<file path="src/rtl/sdram_ref_pkg.sv">
package sdram_ref_pkg;

    typedef struct packed {
        logic cs_n;
        logic ras_n;
        logic cas_n;
        logic we_n;
        logic cke;
    } sdram_cmd_t;

    localparam sdram_cmd_t CMD_DESELECT = '{cs_n: 1'b1, ras_n: 1'b1, cas_n: 1'b1, we_n: 1'b1, cke: 1'b1};
    localparam sdram_cmd_t CMD_NOP      = '{cs_n: 1'b0, ras_n: 1'b1, cas_n: 1'b1, we_n: 1'b1, cke: 1'b1};
    localparam sdram_cmd_t CMD_AUTOREF  = '{cs_n: 1'b0, ras_n: 1'b0, cas_n: 1'b0, we_n: 1'b1, cke: 1'b1};
    localparam sdram_cmd_t CMD_SR_ENTRY = '{cs_n: 1'b0, ras_n: 1'b0, cas_n: 1'b0, we_n: 1'b1, cke: 1'b0};
    localparam sdram_cmd_t CMD_SR_KEEP  = '{cs_n: 1'b1, ras_n: 1'b1, cas_n: 1'b1, we_n: 1'b1, cke: 1'b0};

    typedef enum logic [3:0] {
        S_IDLE,
        S_REQ,
        S_REF_CMD,
        S_WAIT,
        S_SR_ENTER,
        S_SR_HOLD,
        S_SR_EXIT,
        S_SR_WAIT,
        S_DONE
    } sref_state_t;

endpackage

</file>
<file path="src/rtl/sref_interval_timer.sv">
module sref_interval_timer #(
    parameter int INTERVAL = 1953
) (
    input  logic clk,
    input  logic rst_n,
    input  logic clear,
    output logic pending
);
    localparam int CW = (INTERVAL > 2) ? $clog2(INTERVAL) : 1;
    localparam logic [CW-1:0] RELOAD = CW'(INTERVAL - 1);

    logic [CW-1:0] cnt;

    always_ff @(posedge clk) begin
        if (!rst_n) begin
            cnt     <= RELOAD;
            pending <= 1'b0;
        end else begin
            if (cnt == '0) begin
                cnt <= RELOAD;
            end else begin
                cnt <= cnt - 1'b1;
            end
            if (cnt == '0) begin
                pending <= 1'b1;
            end else if (clear) begin
                pending <= 1'b0;
            end
        end
    end

    // expiry reloads the counter and marks a refresh pending
    p_reload_r2: assert property (@(posedge clk) disable iff (!rst_n)
        (cnt == '0) |=> (pending && cnt == RELOAD));

    // a pending refresh is held until a refresh command clears it
    p_pending_held_r3: assert property (@(posedge clk) disable iff (!rst_n)
        (pending && !clear) |=> pending);

endmodule

</file>
<file path="src/rtl/sref_wait_timer.sv">
module sref_wait_timer #(
    parameter int WW = 4
) (
    input  logic          clk,
    input  logic          rst_n,
    input  logic          load,
    input  logic [WW-1:0] len,
    output logic [WW-1:0] cnt,
    output logic          last
);
    always_ff @(posedge clk) begin
        if (!rst_n) begin
            cnt <= '0;
        end else if (load) begin
            cnt <= len;
        end else if (cnt != '0) begin
            cnt <= cnt - 1'b1;
        end
    end

    assign last = (cnt == WW'(1));

    // the countdown only moves down by one or is reloaded
    p_count_step_r5: assert property (@(posedge clk) disable iff (!rst_n)
        (!load && cnt != '0) |=> (cnt == $past(cnt) - 1'b1));

endmodule

</file>
<file path="src/rtl/sref_seq_fsm.sv">
module sref_seq_fsm
    import sdram_ref_pkg::*;
#(
    parameter int T_RC      = 5,
    parameter int T_RP      = 7,
    parameter int BURST_LEN = 4096
) (
    input  logic        clk,
    input  logic        rst_n,
    input  logic        pending,
    input  logic        ref_gnt,
    input  logic        sr_req,
    input  logic        wait_last,
    output logic        wait_load,
    output logic [$clog2(((T_RC > T_RP) ? T_RC : T_RP) + 1)-1:0] wait_len,
    output logic        clear,
    output sdram_cmd_t  cmd,
    output logic        ref_req,
    output logic        ref_done,
    output logic        sr_active
);
    localparam int T_WAIT = (T_RC > T_RP) ? T_RC : T_RP;
    localparam int WW     = $clog2(T_WAIT + 1);
    localparam int BW     = $clog2(BURST_LEN + 1);

    sref_state_t   state, nxt;
    logic          seq_sr, seq_sr_n;
    logic          post, post_n;
    logic [BW-1:0] burst_left, burst_n;

    always_ff @(posedge clk) begin
        if (!rst_n) begin
            state      <= S_IDLE;
            seq_sr     <= 1'b0;
            post       <= 1'b0;
            burst_left <= '0;
        end else begin
            state      <= nxt;
            seq_sr     <= seq_sr_n;
            post       <= post_n;
            burst_left <= burst_n;
        end
    end

    always_comb begin
        nxt       = state;
        seq_sr_n  = seq_sr;
        post_n    = post;
        burst_n   = burst_left;
        wait_load = 1'b0;
        wait_len  = '0;
        unique case (state)
            S_IDLE: begin
                if (sr_req) begin
                    nxt      = S_REQ;
                    seq_sr_n = 1'b1;
                    post_n   = 1'b0;
                    burst_n  = BW'(BURST_LEN);
                end else if (pending) begin
                    nxt      = S_REQ;
                    seq_sr_n = 1'b0;
                    post_n   = 1'b0;
                end
            end
            S_REQ: begin
                if (ref_gnt) begin
                    if (seq_sr && burst_left == '0) begin
                        nxt = S_SR_ENTER;
                    end else begin
                        nxt = S_REF_CMD;
                    end
                end
            end
            S_REF_CMD: begin
                wait_load = 1'b1;
                wait_len  = WW'(T_WAIT);
                if (seq_sr) begin
                    burst_n = burst_left - 1'b1;
                end
                nxt = S_WAIT;
            end
            S_WAIT: begin
                if (wait_last) begin
                    if (seq_sr && burst_left != '0) begin
                        nxt = S_REF_CMD;
                    end else if (seq_sr && !post) begin
                        nxt = S_SR_ENTER;
                    end else begin
                        nxt = S_DONE;
                    end
                end
            end
            S_SR_ENTER: begin
                nxt = S_SR_HOLD;
            end
            S_SR_HOLD: begin
                if (!sr_req) begin
                    nxt = S_SR_EXIT;
                end
            end
            S_SR_EXIT: begin
                wait_load = 1'b1;
                wait_len  = WW'(T_RC);
                post_n    = 1'b1;
                burst_n   = BW'(BURST_LEN);
                nxt       = S_SR_WAIT;
            end
            S_SR_WAIT: begin
                if (wait_last) begin
                    nxt = (burst_left != '0) ? S_REF_CMD : S_DONE;
                end
            end
            S_DONE: begin
                seq_sr_n = 1'b0;
                post_n   = 1'b0;
                nxt      = S_IDLE;
            end
            default: begin
                nxt = S_IDLE;
            end
        endcase
    end

    always_comb begin
        cmd       = CMD_DESELECT;
        ref_req   = 1'b0;
        ref_done  = 1'b0;
        sr_active = 1'b0;
        clear     = 1'b0;
        unique case (state)
            S_IDLE: begin
                cmd = CMD_DESELECT;
            end
            S_REQ: begin
                ref_req = 1'b1;
            end
            S_REF_CMD: begin
                cmd     = CMD_AUTOREF;
                ref_req = 1'b1;
                clear   = 1'b1;
            end
            S_WAIT: begin
                cmd     = CMD_NOP;
                ref_req = 1'b1;
            end
            S_SR_ENTER: begin
                cmd     = CMD_SR_ENTRY;
                ref_req = 1'b1;
            end
            S_SR_HOLD: begin
                cmd       = CMD_SR_KEEP;
                ref_req   = 1'b1;
                sr_active = 1'b1;
            end
            S_SR_EXIT: begin
                cmd     = CMD_NOP;
                ref_req = 1'b1;
            end
            S_SR_WAIT: begin
                cmd     = CMD_NOP;
                ref_req = 1'b1;
            end
            S_DONE: begin
                ref_done = 1'b1;
            end
            default: begin
                cmd = CMD_DESELECT;
            end
        endcase
    end

    // the request is not withdrawn before the grant arrives
    p_req_until_gnt_r3: assert property (@(posedge clk) disable iff (!rst_n)
        (ref_req && !ref_gnt && state == S_REQ) |=> ref_req);

    // done is a single-cycle pulse
    p_done_pulse_r6: assert property (@(posedge clk) disable iff (!rst_n)
        ref_done |=> !ref_done);

    // burst bookkeeping never exceeds the configured length
    p_burst_bound_r7: assert property (@(posedge clk) disable iff (!rst_n)
        seq_sr |-> (burst_left <= BW'(BURST_LEN)));

    // clock-enable stays low while self-refresh is still requested
    p_cke_hold_r8: assert property (@(posedge clk) disable iff (!rst_n)
        (state == S_SR_HOLD && sr_req) |=> (!cmd.cke && sr_active));

endmodule

</file>
<file path="src/rtl/sdram_refresh_sched.sv">
module sdram_refresh_sched
    import sdram_ref_pkg::*;
#(
    parameter int REF_INTERVAL = 1953,
    parameter int T_RC         = 5,
    parameter int T_RP         = 7,
    parameter int BURST_LEN    = 4096
) (
    input  logic clk,
    input  logic rst_n,
    input  logic sr_req,
    input  logic ref_gnt,
    output logic ref_req,
    output logic ref_done,
    output logic sr_active,
    output logic cs_n,
    output logic ras_n,
    output logic cas_n,
    output logic we_n,
    output logic cke
);
    localparam int T_WAIT = (T_RC > T_RP) ? T_RC : T_RP;
    localparam int WW     = $clog2(T_WAIT + 1);

    logic          pending;
    logic          clear;
    logic          wait_load;
    logic [WW-1:0] wait_len;
    logic [WW-1:0] wait_cnt;
    logic          wait_last;
    sdram_cmd_t    cmd;

    sref_interval_timer #(
        .INTERVAL(REF_INTERVAL)
    ) u_interval (
        .clk     (clk),
        .rst_n   (rst_n),
        .clear   (clear),
        .pending (pending)
    );

    sref_wait_timer #(
        .WW(WW)
    ) u_wait (
        .clk   (clk),
        .rst_n (rst_n),
        .load  (wait_load),
        .len   (wait_len),
        .cnt   (wait_cnt),
        .last  (wait_last)
    );

    sref_seq_fsm #(
        .T_RC      (T_RC),
        .T_RP      (T_RP),
        .BURST_LEN (BURST_LEN)
    ) u_fsm (
        .clk       (clk),
        .rst_n     (rst_n),
        .pending   (pending),
        .ref_gnt   (ref_gnt),
        .sr_req    (sr_req),
        .wait_last (wait_last),
        .wait_load (wait_load),
        .wait_len  (wait_len),
        .clear     (clear),
        .cmd       (cmd),
        .ref_req   (ref_req),
        .ref_done  (ref_done),
        .sr_active (sr_active)
    );

    assign cs_n  = cmd.cs_n;
    assign ras_n = cmd.ras_n;
    assign cas_n = cmd.cas_n;
    assign we_n  = cmd.we_n;
    assign cke   = cmd.cke;

    // a refresh-encoded command is only driven after a cycle with cke high
    p_refresh_cke_r4: assert property (@(posedge clk) disable iff (!rst_n)
        (!cs_n && !ras_n && !cas_n && we_n) |-> $past(cke));

    // each AutoRefresh arms the recovery window with its full length
    p_wait_len_r5: assert property (@(posedge clk) disable iff (!rst_n)
        (!cs_n && !ras_n && !cas_n && we_n && cke) |=> (wait_cnt == WW'(T_WAIT)));

    // clock-enable rises only together with a NOP or Deselect
    p_exit_nop_r9: assert property (@(posedge clk) disable iff (!rst_n)
        $rose(cke) |-> (cs_n || (ras_n && cas_n && we_n)));

endmodule

</file>
<file path="config.mk">
export PLATFORM = sky130hd
export DESIGN_NAME = sdram_refresh_sched
export DESIGN_NICKNAME = d
export VERILOG_FILES = /design/src/rtl/sdram_ref_pkg.sv /design/src/rtl/sref_interval_timer.sv /design/src/rtl/sref_wait_timer.sv /design/src/rtl/sref_seq_fsm.sv /design/src/rtl/sdram_refresh_sched.sv
export SDC_FILE = /design/constraint.sdc
export NUM_CORES = 1
export LEC_CHECK = 0
export CORE_MARGIN = 5
export CORE_UTILIZATION = 47
export DETAILED_ROUTE_END_ITERATION = 6
export GPL_TIMING_DRIVEN = 0
export PLACE_DENSITY = 0.65
export SYNTH_ARGS = -nofsm -noshare
export SYNTH_HDL_FRONTEND = slang
export SYNTH_SLANG_ARGS = --single-unit
</file>
<file path="constraint.sdc">
create_clock -name clk -period 2.6 [get_ports clk]
set_input_delay 0.26 -clock clk [delete_from_list [all_inputs] [get_ports clk]]
set_output_delay 0.26 -clock clk [all_outputs]
set_load 0.01 [all_outputs]
</file>
==> results_tabular.tex <==
\begin{tabular}{lr}
\hline
Metric & Value \\
\hline
\multicolumn{2}{l}{\textbf{CTS}} \\
\quad Latest clock arrival within the worst-skew pair & 0.29 ns \\
\quad Clock sink count & 34 \\
\quad Hold-fix buffer count after cts & 0 \\
\quad Inserted Clock Buffers & 5 \\
\quad Buffer depth of the longest clock path & 2 \\
\quad Root Buffer & sky130\_fd\_sc\_hd\_\_clkbuf\_8 \\
\quad Clock slew seen by the registers of the worst setup and hold paths & roughly 0.07 ns \\
\quad Clock tree from TritonCTS & yes \\
\quad Level count of the clock H-tree & 2 \\
\multicolumn{2}{l}{\textbf{Timing}} \\
\quad Relative slew margins & about 55\% \\
\quad Final setup violation count & 0 \\
\quad Endpoints failing hold & 0 \\
\quad Unrepaired setup endpoints after global routing & false \\
\quad Post-Route Skew & between 0.006 and 0.007 ns \\
\quad Min Tclk post-route & 2.32 ns \\
\quad Measured slew at the worst slew-check pin & between 0.6 and 0.7 ns \\
\quad Final Worst Setup Slack & 0.279 ns \\
\quad Fin. max-slew vios & 0 \\
\quad Highest clock frequency the design can meet & between 0.4 and 0.5 GHz \\
\quad Final worst path period share & about nine tenths \\
\quad Aggregate negative setup slack & 0 ns \\
\multicolumn{2}{l}{\textbf{Worst hold path}} \\
\quad Endpoint of the worst hold path & u\_interval.cnt[0] \\
\quad Source of the worst hold timing path & u\_interval.cnt[0] \\
\quad Cell depth of the worst min-delay path & 1 \\
\quad Worst min-delay path class & flip-flop to flip-flop \\
\multicolumn{2}{l}{\textbf{Finish}} \\
\quad Summed area of non-filler cells in the final layout & between 2000 and 2500 sq um \\
\quad Seq. cell area & around 680 sq um \\
\quad Number of inserted filler cells in the final layout & 358 \\
\quad Number of cells in the finished layout apart from fillers & roughly 280 \\
\quad Syn-to-layout area delta & 13.6\% \\
\quad Fraction of final layout cells with drive strength greater than 1 & between 10\% and 20\% \\
\quad Area of the multi-input gates & 1060 sq um \\
\quad Antenna diode instance count & 0 \\
\quad Final Net Count & about 250 \\
\multicolumn{2}{l}{\textbf{Yosys}} \\
\quad Number of instances in the synthesized netlist & about 220 \\
\quad Number of flops mapped to enable cells by yosys & 0 \\
\quad Syn\_nets & roughly 230 \\
\quad Most used flip-flop cell after synthesis & sky130\_fd\_sc\_hd\_\_dfxtp\_1 \\
\quad Flip-flop and latch count after synthesis & 34 \\
\quad Ys async rst share & 0\% \\
\quad Cell types with the largest area share after synthesis & sky130\_fd\_sc\_hd\_\_dfxtp\_1 (37\%), sky130\_fd\_sc\_hd\_\_nor2\_1 (4.5\%), sky130\_fd\_sc\_hd\_\_ha\_1 (4.1\%) \\
\quad Mean post-synth cell area & roughly 8.5 sq um \\
\quad Total standard cell area after synthesis & approximately 1900 sq um \\
\quad Leading area contributor after synthesis & sky130\_fd\_sc\_hd\_\_dfxtp\_1 \\
\quad Library cell with the highest instance count after synthesis & sky130\_fd\_sc\_hd\_\_dfxtp\_1 \\
\quad Count of distinct cell types in the synthesized netlist & 53 \\
\quad Proportion of netlist area held by the largest area contributor & a little under two fifths \\
\quad Sequential share of the synthesized area & between 30\% and 40\% \\
\quad Synth top cells by count & sky130\_fd\_sc\_hd\_\_dfxtp\_1 (34), sky130\_fd\_sc\_hd\_\_nor2\_1 (22), sky130\_fd\_sc\_hd\_\_a21oi\_1 (13), sky130\_fd\_sc\_hd\_\_nand2\_1 (13), sky130\_fd\_sc\_hd\_\_inv\_1 (10) \\
\quad Total number of yosys warnings & 0 \\
\multicolumn{2}{l}{\textbf{Critical path}} \\
\quad Reg-to-reg endpoint & u\_fsm.burst\_left[11] \\
\quad Largest stage delay, worst path & 0.54 ns \\
\quad Cells along the critical path & clkbuf\_1 > nor3\_1 > and2\_1 > clkdlybuf4s50\_1 \\
\quad Sort of element at the end of the critical path & output port \\
\quad Cell with the largest stage delay on the worst path & sky130\_fd\_sc\_hd\_\_clkdlybuf4s50\_1 \\
\quad Critical R2R Launch & u\_fsm.burst\_left[4] \\
\quad Critical path launch point type & flip-flop \\
\quad Arrival time at the worst endpoint & roughly 2.1 ns \\
\quad Kind of critical path & flip-flop to output port \\
\quad Maximum fanout encountered on the critical timing path & 10 \\
\quad CP startpoint & u\_fsm.state[0] \\
\quad R2R setup slack & $\sim$0.45 ns \\
\quad Number of cells traversed by the worst register-to-register path & 5 \\
\quad Required time at the endpoint of the critical path & roughly 2.3 ns \\
\multicolumn{2}{l}{\textbf{Die}} \\
\quad Core outline area & 3740 sq um \\
\quad Die Span X & 72.8 um \\
\quad Die Outline Area & about 5300 sq um \\
\quad Initial core utilization & between 40 and 50\% \\
\quad Die boundary height & between 70 and 80 um \\
\quad Cell Rows & 22 \\
\quad Boundary pin count & 12 \\
\multicolumn{2}{l}{\textbf{Drt}} \\
\quad Wire length on met3 & about 110 um \\
\quad Routed wirelength normalized by instance count & approximately 13 um \\
\quad Routed length on met1 & roughly 1800 um \\
\quad Initial drt markers & 90 \\
\quad Uppermost layer routed & met4 \\
\quad Router iterations before antenna repair & 4 \\
\quad DRC violations left & 0 \\
\quad Routed wl met2 & roughly 1600 um \\
\quad Post-detailed-route via-to-cell ratio & between 5 and 6 \\
\quad Routed vias & around 1,500 \\
\quad Number of nets still failing antenna checks after routing & 0 \\
\quad Drt total wl & approximately 3600 um \\
\multicolumn{2}{l}{\textbf{Global routing}} \\
\quad Largest net degree at the start of global routing & 12 \\
\quad Wire length of the first global-routing pass & approximately 6100 um \\
\quad Antenna violations before repair & 0 \\
\quad Vias in the first global route & $\sim$1,400 \\
\quad Overall overflow remaining after global route & 0 \\
\quad Overall fraction of global-route tracks in use & 14.7\% \\
\multicolumn{2}{l}{\textbf{Place}} \\
\quad Worst slack at placement & 0.233 ns \\
\quad Number of placed instances, taps included & $\sim$280 \\
\quad Number of buffer cells added on primary ports & 10 \\
\quad Final HPWL from detailed placement & 2620 um \\
\quad Placed Instance Area & just over 2000 sq um \\
\quad Placer's final routability congestion estimate & approximately 0.83 \\
\multicolumn{2}{l}{\textbf{Job}} \\
\quad Max-cap violations & 0 \\
\multicolumn{2}{l}{\textbf{Power}} \\
\quad Leakage power figure & 0.812 nW \\
\quad Power Dens Cells & between 800 and 900 nW/um\^{}2 \\
\quad Worst VDD drop & 0.412 mV \\
\multicolumn{2}{l}{\textbf{Outcome}} \\
\quad Run status & finished, final reports clean \\
\hline
\end{tabular}
-- area by class of cell --
type | count | area share (%)
sequential | 34 | 32.3
multi-input combinational | 163 | 50.4
buffer | 11 | 3.39
clock inverter | 2 | 0.594
tap | 48 | 2.85
clock buffer | 6 | 3.92
inverter | 10 | 1.78
timing repair buffer | 10 | 4.75
-- cells in the final DEF (no fill, tap or decap), types with 3 or more instances in the layout --
cell,count
sky130_fd_sc_hd__nor2b_1,7
sky130_fd_sc_hd__a21oi_1,13
sky130_fd_sc_hd__nand3_1,5
sky130_fd_sc_hd__xnor2_1,5
sky130_fd_sc_hd__nor3_1,6
sky130_fd_sc_hd__nor4_1,4
sky130_fd_sc_hd__a31oi_1,3
sky130_fd_sc_hd__nand2_1,13
sky130_fd_sc_hd__nand2b_1,3
sky130_fd_sc_hd__o31ai_1,5
sky130_fd_sc_hd__clkbuf_1,5
sky130_fd_sc_hd__nor2_1,22
sky130_fd_sc_hd__and2_1,3
sky130_fd_sc_hd__xor2_1,7
sky130_fd_sc_hd__ha_1,6
sky130_fd_sc_hd__and3_1,3
sky130_fd_sc_hd__a21boi_0,4
sky130_fd_sc_hd__clkdlybuf4s50_1,10
sky130_fd_sc_hd__inv_1,10
sky130_fd_sc_hd__clkbuf_8,8
sky130_fd_sc_hd__dfxtp_1,34
sky130_fd_sc_hd__or4_1,3
sky130_fd_sc_hd__nand3b_1,3
sky130_fd_sc_hd__or3_1,3
sky130_fd_sc_hd__o21ai_0,8
-- through the flow --
step           power [mW]  hold slack (ns)  util, %
2_1_floorplan        1.17            0.413        -
3_3_place_gp         1.30            0.426     53.8
3_5_place_dp         1.31            0.437     53.8
4_1_cts              1.72            0.450     56.3
5_1_grt              1.84            0.459     56.3
6_report             1.70            0.442     56.3
-- flip-flops by register name, summed over array words and instances (netlist names) --
| name | flops |
|---|---|
| u_interval.pending | 1 |
| u_wait.cnt | 3 |
| u_fsm.post | 1 |
| u_interval.cnt | 11 |
| u_fsm.burst_left | 13 |
| u_fsm.state | 4 |
| u_fsm.seq_sr | 1 |
-- repair_timing --
action,CTS,global route
resized for setup,0,2
endpoints found under the hold margin,0,0
setup buffers,0,0
setup endpoints to repair,0,2
-- kinds of logic (layout without fill, tap and decap cells) --
logic type                 Yosys count  in the layout  synth area share, %
buffers and inverters               22             39                 6.01
DFF                                 34             34                 36.7
adders and majority gates            6              6                 4.05
muxes                                2              2                 1.08
other                                1              1                0.202
AOI/OAI and AO/OA                   51             51                 18.4
and+or+nand+nor                     91             91                 27.9
xor gates and xnor gates            12             12                 5.67
-- power breakdown --
group / leakage [nW] / switching, mW / internal, mW
Clock: 0.0472 / 0.194 / 0.213
Combinational: 0.486 / 0.320 / 0.291
Sequential: 0.279 / 0.0772 / 0.608
-- worst max-delay path by stage --
stage	depth (start not counted)	end	slack, ns
after global placement	5	u_fsm.burst_left[6]	0.20
after detailed placement	5	u_fsm.burst_left[6]	0.23
after floorplan	5	u_fsm.burst_left[11]	0.55
after global routing	4	ref_done	0.13
final	4	ref_done	0.28
after CTS	6	ras_n	0.10
-- critical path: cells and delay by family (launching register included) --
kind	cells	cell delay, ns
buf+inv	2	0.77
flops	1	0.30
simple gates	2	0.70
-- per-layer routing --
layer	up-vias	track usage, %
met4	0	7.17
met3	7	3.86
met1	695	19.5
met5	-	0
li1	811	-
met2	23	22.1
Power figures use the tool's default switching activity.
